**src/rtl/swp_pkg.sv**
```systemverilog
package swp_pkg;

   typedef enum logic [2:0] {
      SQ_IDLE = 3'd0,
      SQ_K1   = 3'd1,
      SQ_K2   = 3'd2,
      SQ_OPEN = 3'd3,
      SQ_U3   = 3'd4,
      SQ_U4   = 3'd5,
      SQ_U5   = 3'd6
   } sq_state_t;

   localparam int NKEYS     = 5;
   localparam int KY_LEAD   = 0;
   localparam int KY_SECOND = 1;
   localparam int KY_ARM    = 2;
   localparam int KY_UNLOCK = 3;
   localparam int KY_FINAL  = 4;

   // alternating address pattern, bit 0 set when even_bits is 1
   function automatic logic [31:0] alt_addr(input int aw, input bit even_bits);
      logic [31:0] v;
      v = '0;
      for (int i = 0; i < 32; i++) begin
         if (i < aw && (((i % 2) == 0) == even_bits)) v[i] = 1'b1;
      end
      return v;
   endfunction

   function automatic logic [31:0] key_addr(input int aw, input int idx);
      return (idx == KY_SECOND) ? alt_addr(aw, 1'b0) : alt_addr(aw, 1'b1);
   endfunction

   function automatic logic [31:0] key_data(input int idx);
      case (idx)
         KY_LEAD:   return 32'h0000_00AA;
         KY_SECOND: return 32'h0000_0055;
         KY_ARM:    return 32'h0000_00A0;
         KY_UNLOCK: return 32'h0000_0080;
         default:   return 32'h0000_0020;
      endcase
   endfunction

endpackage

```
**src/rtl/swp_key_match.sv**
```systemverilog
module swp_key_match
   import swp_pkg::*;
#(
   parameter int ADDR_W = 13,
   parameter int DATA_W = 8
) (
   input  logic [ADDR_W-1:0] addr,
   input  logic [DATA_W-1:0] data,
   output logic [NKEYS-1:0]  hit
);

   for (genvar k = 0; k < NKEYS; k++) begin : g_key
      localparam logic [31:0]       KA32 = key_addr(ADDR_W, k);
      localparam logic [31:0]       KD32 = key_data(k);
      localparam logic [ADDR_W-1:0] KA   = KA32[ADDR_W-1:0];
      localparam logic [DATA_W-1:0] KD   = KD32[DATA_W-1:0];
      assign hit[k] = (addr == KA) && (data == KD);
   end

endmodule

```
**src/rtl/swp_arm_timer.sv**
```systemverilog
module swp_arm_timer #(
   parameter int PAGE_BYTES = 64,
   parameter int WINDOW_CYC = 25000,
   parameter bit USE_WINDOW = 1'b1,
   localparam int CNT_W  = $clog2(PAGE_BYTES + 1),
   localparam int IDLE_W = $clog2(WINDOW_CYC + 1)
) (
   input  logic             clk,
   input  logic             rst_n,
   input  logic             armed,
   input  logic             stb,
   output logic             page_last,
   output logic             idle_expire,
   output logic [CNT_W-1:0] page_cnt
);

   localparam logic [CNT_W-1:0] PAGE_TOP = CNT_W'(PAGE_BYTES - 1);

   assign page_last = armed && (page_cnt == PAGE_TOP);

   always_ff @(posedge clk or negedge rst_n) begin
      if (!rst_n)                      page_cnt <= '0;
      else if (!armed)                 page_cnt <= '0;
      else if (stb && page_last)       page_cnt <= '0;
      else if (stb)                    page_cnt <= page_cnt + 1'b1;
   end

   if (USE_WINDOW) begin : g_window
      localparam logic [IDLE_W-1:0] IDLE_TOP = IDLE_W'(WINDOW_CYC - 1);
      logic [IDLE_W-1:0] idle_cnt;

      always_ff @(posedge clk or negedge rst_n) begin
         if (!rst_n)              idle_cnt <= '0;
         else if (!armed || stb)  idle_cnt <= '0;
         else                     idle_cnt <= idle_cnt + 1'b1;
      end

      assign idle_expire = armed && !stb && (idle_cnt == IDLE_TOP);
   end else begin : g_no_window
      assign idle_expire = 1'b0;
   end

endmodule

```
**src/rtl/swp_guard.sv**
```systemverilog
module swp_guard
   import swp_pkg::*;
#(
   parameter int ADDR_W     = 13,
   parameter int DATA_W     = 8,
   parameter int PAGE_BYTES = 64,
   parameter int WINDOW_CYC = 25000,
   parameter bit USE_WINDOW = 1'b1,
   localparam int CNT_W     = $clog2(PAGE_BYTES + 1)
) (
   input  logic              clk,
   input  logic              rst_n,
   input  logic              wr_stb,
   input  logic [ADDR_W-1:0] wr_addr,
   input  logic [DATA_W-1:0] wr_data,
   output logic              q_stb,
   output logic              prot_on
);

   initial begin
      if (ADDR_W < 2 || ADDR_W > 32) $fatal(1, "swp_guard: ADDR_W out of range");
      if (DATA_W != 8)               $fatal(1, "swp_guard: DATA_W must be 8");
      if (PAGE_BYTES < 1)            $fatal(1, "swp_guard: PAGE_BYTES must be positive");
      if (WINDOW_CYC < 1)            $fatal(1, "swp_guard: WINDOW_CYC must be positive");
   end

   sq_state_t        state_q, state_d;
   logic [NKEYS-1:0] hit;
   logic             page_last, idle_expire;
   logic [CNT_W-1:0] page_cnt;
   logic             set_p, clr_p, fwd;

   swp_key_match #(.ADDR_W(ADDR_W), .DATA_W(DATA_W)) match_i (
      .addr (wr_addr),
      .data (wr_data),
      .hit  (hit)
   );

   swp_arm_timer #(
      .PAGE_BYTES (PAGE_BYTES),
      .WINDOW_CYC (WINDOW_CYC),
      .USE_WINDOW (USE_WINDOW)
   ) timer_i (
      .clk         (clk),
      .rst_n       (rst_n),
      .armed       (state_q == SQ_OPEN),
      .stb         (wr_stb),
      .page_last   (page_last),
      .idle_expire (idle_expire),
      .page_cnt    (page_cnt)
   );

   always_comb begin
      state_d = state_q;
      set_p   = 1'b0;
      clr_p   = 1'b0;
      fwd     = 1'b0;
      if (wr_stb) begin
         unique case (state_q)
            SQ_OPEN: begin
               fwd = 1'b1;
               if (page_last) state_d = SQ_IDLE;
            end
            SQ_K1: if (hit[KY_SECOND]) state_d = SQ_K2;
            SQ_K2: begin
               if (hit[KY_ARM]) begin
                  state_d = SQ_OPEN;
                  set_p   = 1'b1;
               end else if (hit[KY_UNLOCK]) begin
                  state_d = SQ_U3;
               end
            end
            SQ_U3: if (hit[KY_LEAD])   state_d = SQ_U4;
            SQ_U4: if (hit[KY_SECOND]) state_d = SQ_U5;
            SQ_U5: begin
               if (hit[KY_FINAL]) begin
                  state_d = SQ_IDLE;
                  clr_p   = 1'b1;
               end
            end
            default: ;
         endcase
         // mismatch or idle: judge the pair afresh as a first step
         if (state_d == state_q && state_q != SQ_OPEN && !(state_q == SQ_K1 && hit[KY_SECOND])) begin
            if (hit[KY_LEAD]) begin
               state_d = SQ_K1;
            end else begin
               state_d = SQ_IDLE;
               fwd     = !prot_on;
            end
         end
      end else if (idle_expire) begin
         state_d = SQ_IDLE;
      end
   end

   always_ff @(posedge clk or negedge rst_n) begin
      if (!rst_n) begin
         state_q <= SQ_IDLE;
         prot_on <= 1'b0;
      end else begin
         state_q <= state_d;
         if (set_p)      prot_on <= 1'b1;
         else if (clr_p) prot_on <= 1'b0;
      end
   end

   assign q_stb = fwd;

endmodule

```
**config.mk**
```make
export PLATFORM = sky130hd
export DESIGN_NAME = swp_guard
export DESIGN_NICKNAME = d
export VERILOG_FILES = /design/src/rtl/swp_pkg.sv /design/src/rtl/swp_key_match.sv /design/src/rtl/swp_arm_timer.sv /design/src/rtl/swp_guard.sv
export SDC_FILE = /design/constraint.sdc
export NUM_CORES = 1
export LEC_CHECK = 0
export ABC_AREA = 1
export CAP_MARGIN = 10
export CORE_MARGIN = 5
export CORE_UTILIZATION = 35
export DETAILED_ROUTE_END_ITERATION = 12
export SLEW_MARGIN = 20
export SYNTH_ARGS = -nofsm -noshare
export SYNTH_HDL_FRONTEND = slang
export SYNTH_SLANG_ARGS = --single-unit
```
**constraint.sdc**
```tcl
create_clock -name clk -period 6.8 [get_ports clk]
set_clock_uncertainty 0.05 [all_clocks]
set_input_delay 2.04 -clock clk [delete_from_list [all_inputs] [get_ports clk]]
set_output_delay 2.04 -clock clk [all_outputs]
set_load 0.1 [all_outputs]
```
==> flow_summary.json <==
{
  "min_path_cells": 1,
  "reg2regPathDepth": 12,
  "cts_tree": "done",
  "crit_arrival_ns": 3.85,
  "ys_seq_area_share_pct": 35.3,
  "firstDrtPassIters": 4,
  "tightest_slew_ns": 0.963,
  "syn_area_sq_mm": 0.00184,
  "dpl.hpwl_mm": 3.13,
  "io-pin-count": 26,
  "vias": 1721,
  "yosysTopAreaCellShare_pct": 35.3,
  "startpoint_type": "input port",
  "setup_ws_ns": 0.859,
  "drc": 0,
  "critical_path.max_fanout": 4,
  "grt_max_degree": 27,
  "status": "complete, no violations",
  "ys_types": 33,
  "rsz0062_at_grt": "no",
  "initial_core_util_pct": 36.1,
  "drv_slew": 0,
  "syn_nets": 295,
  "ys.flop_type": "dfrtp_1",
  "synthMostInstantiatedCell": "nand2_1",
  "required_ns": 4.71,
  "drt-vias-per-instance": 4.70,
  "cts_buffers": 3,
  "core_sq_mm": 0.00511,
  "gr-total-overflow": 0,
  "powerDensity_mw_per_mm2": 176,
  "leakage_uw": 0.000976,
  "grt_pass1_vias": 1652,
  "cts-root-buf": "clkbuf_8",
  "die_w_um": 82.6,
  "crit_type": "in2out",
  "clock_sinks": 26,
  "synth_area_leader_cell": "dfrtp_1",
  "hold_class": "reg2reg",
  "diodes": 0,
  "final_antenna_net_count": 0,
  "rr_endpoint": "timer_i.g_window.idle_cnt[14]",
  "area_growth_pct": 20.8,
  "port-buffer-count": 25,
  "wl_mm": 3.94,
  "reg2reg_slack_ns": 5.03,
  "hold_buffers": 0,
  "drv_cap": 0,
  "post_cts_resized": 0,
  "synthTopCellsByArea": "dfrtp_1 35%, nand2_1 11%, nor2_1 8.1%, inv_1 6.9%, nand3_1 4.9%",
  "globalplace.congestion": 0.827,
  "wire_per_inst_um": 10.8,
  "synthCells": 269,
  "clock_latency_ns": 0.27,
  "avgSynthCellArea_sq_um": 6.86,
  "std_cell_rows": 26,
  "synthTopCellsByCount": "54 x nand2_1, 40 x nor2_1, 34 x inv_1",
  "synth-seq-cells": 26,
  "cts_buffer_depth": 2,
  "fin_setup_tns_ns": 0,
  "synth_async_sr_flop_share_pct": 100,
  "hold_viol": 0,
  "grt_pass1_wl_mm": 6.91,
  "antenna_found_initial": 0,
  "fmax_mhz": 168,
  "hold_ws_ns": 0.417,
  "layout-drive-gt1-share_pct": 12.2,
  "htreeDepth": 1,
  "dieArea_sq_mm": 0.00682,
  "fin_nets": 323,
  "finalCriticalPeriod_ns": 5.94,
  "clk_pin_slew_ns": 0.09,
  "irDropWorstVdd_mv": 0.118,
  "cts_setup_buffers": 0,
  "yosys_warnings": 0,
  "die_h_um": 82.6,
  "endpoint": "q_stb",
  "drtIter0Drc": 65,
  "min_period_over_period_pct": 87.4,
  "crit_path_end_kind": "output pin",
  "grt_usage_pct": 12.7,
  "place_ws_ns": 0.856,
  "setup.worst_path.start": "wr_data[7]",
  "synth-edff-count": 0,
  "r2r-start": "timer_i.g_window.idle_cnt[0]",
  "setup_viol": 0,
  "maxSlewHeadroom_pct": 35.6
}
-- flip-flops by register name (all words and copies together), names as in the netlist --
register	count
state_q	3
prot_on	1
timer_i.g_window.idle_cnt	15
timer_i.page_cnt	7
-- worst min-delay path by stage --
| stage | start | to | slack (ns) |
|---|---|---|---|
| after global routing | timer_i.g_window.idle_cnt[0] | timer_i.g_window.idle_cnt[0] | 0.46 |
| after global placement | timer_i.g_window.idle_cnt[0] | timer_i.g_window.idle_cnt[0] | 0.40 |
| after detailed placement | timer_i.g_window.idle_cnt[0] | timer_i.g_window.idle_cnt[0] | 0.41 |
| final | timer_i.g_window.idle_cnt[0] | timer_i.g_window.idle_cnt[0] | 0.42 |
| after floorplan | timer_i.g_window.idle_cnt[0] | timer_i.g_window.idle_cnt[0] | 0.38 |
| after CTS | timer_i.g_window.idle_cnt[0] | timer_i.g_window.idle_cnt[0] | 0.42 |
-- worst max-delay path, cell delays in order --
cell,delay (ns)
clkdlybuf4s50_1,0.52
inv_2,0.07
nor2_1,0.08
nand2_1,0.05
nor2_1,0.16
nand4_1,0.16
and3_1,0.18
nor2_2,0.12
nand3_2,0.11
o21ai_2,0.17
buf_12,0.19
-- through the flow --
stage	cell area, sq um	total power (uW)	utilization, %	cells
finish	2230	393	43.6	366
global placement	2170	298	42.6	362
global route	2230	414	43.6	366
CTS	2230	396	43.6	366
floorplan	1840	252	-	269
detailed placement	2170	296	42.6	362
-- layout make-up --
class                      count  area, sq um
clock buffer                   4         55.1
inverter                      45          169
fill                         541         2880
sequential                    26          651
timing repair buffer          26          268
tap                           70         87.6
multi-input combinational    195          998
-- kinds of logic (layout without fill, tap and decap cells) --
logic type	Yosys count	after routing	synth area share, %
and+or+nand+nor	155	155	40.4
buffers and inverters	48	75	10.6
AOI/OAI and AO/OA	35	35	11.0
DFF	26	26	35.3
xor gates and xnor gates	3	3	1.42
adders and majority gates	2	2	1.36
-- report_power, final --
group	switching (uW)	total, uW	internal (uW)
combinational	79.1	124	45.3
sequential	8.66	169	160
clock	47.7	99.5	51.7
total	135	393	257
-- cell usage in the layout (no fill, tap or decap), types with 2 or more instances in the layout --
master,n
clkdlybuf4s50_1,24
a21oi_1,10
inv_2,10
inv_1,34
o22ai_1,3
nor2_2,4
nor2_1,40
nor3_1,13
nand2_1,54
nand4_1,8
o211ai_1,2
o21ai_2,2
o21ai_1,3
ha_1,2
nand3_1,18
clkbuf_8,4
o21ai_0,11
nand3_2,3
nor2_4,4
dfrtp_1,26
xor2_1,2
and3_1,3
nand2_2,4
-- routing by layer --
metal / vias up / global-route usage [%] / wire length (um)
met5: - / 0 / 0
met4: 0 / 3.92 / 47
met3: 4 / 1.63 / 176
met2: 30 / 22.1 / 1760
met1: 765 / 16.3 / 1960
li1: 922 / - / -
(Power assumes the default switching activity.)
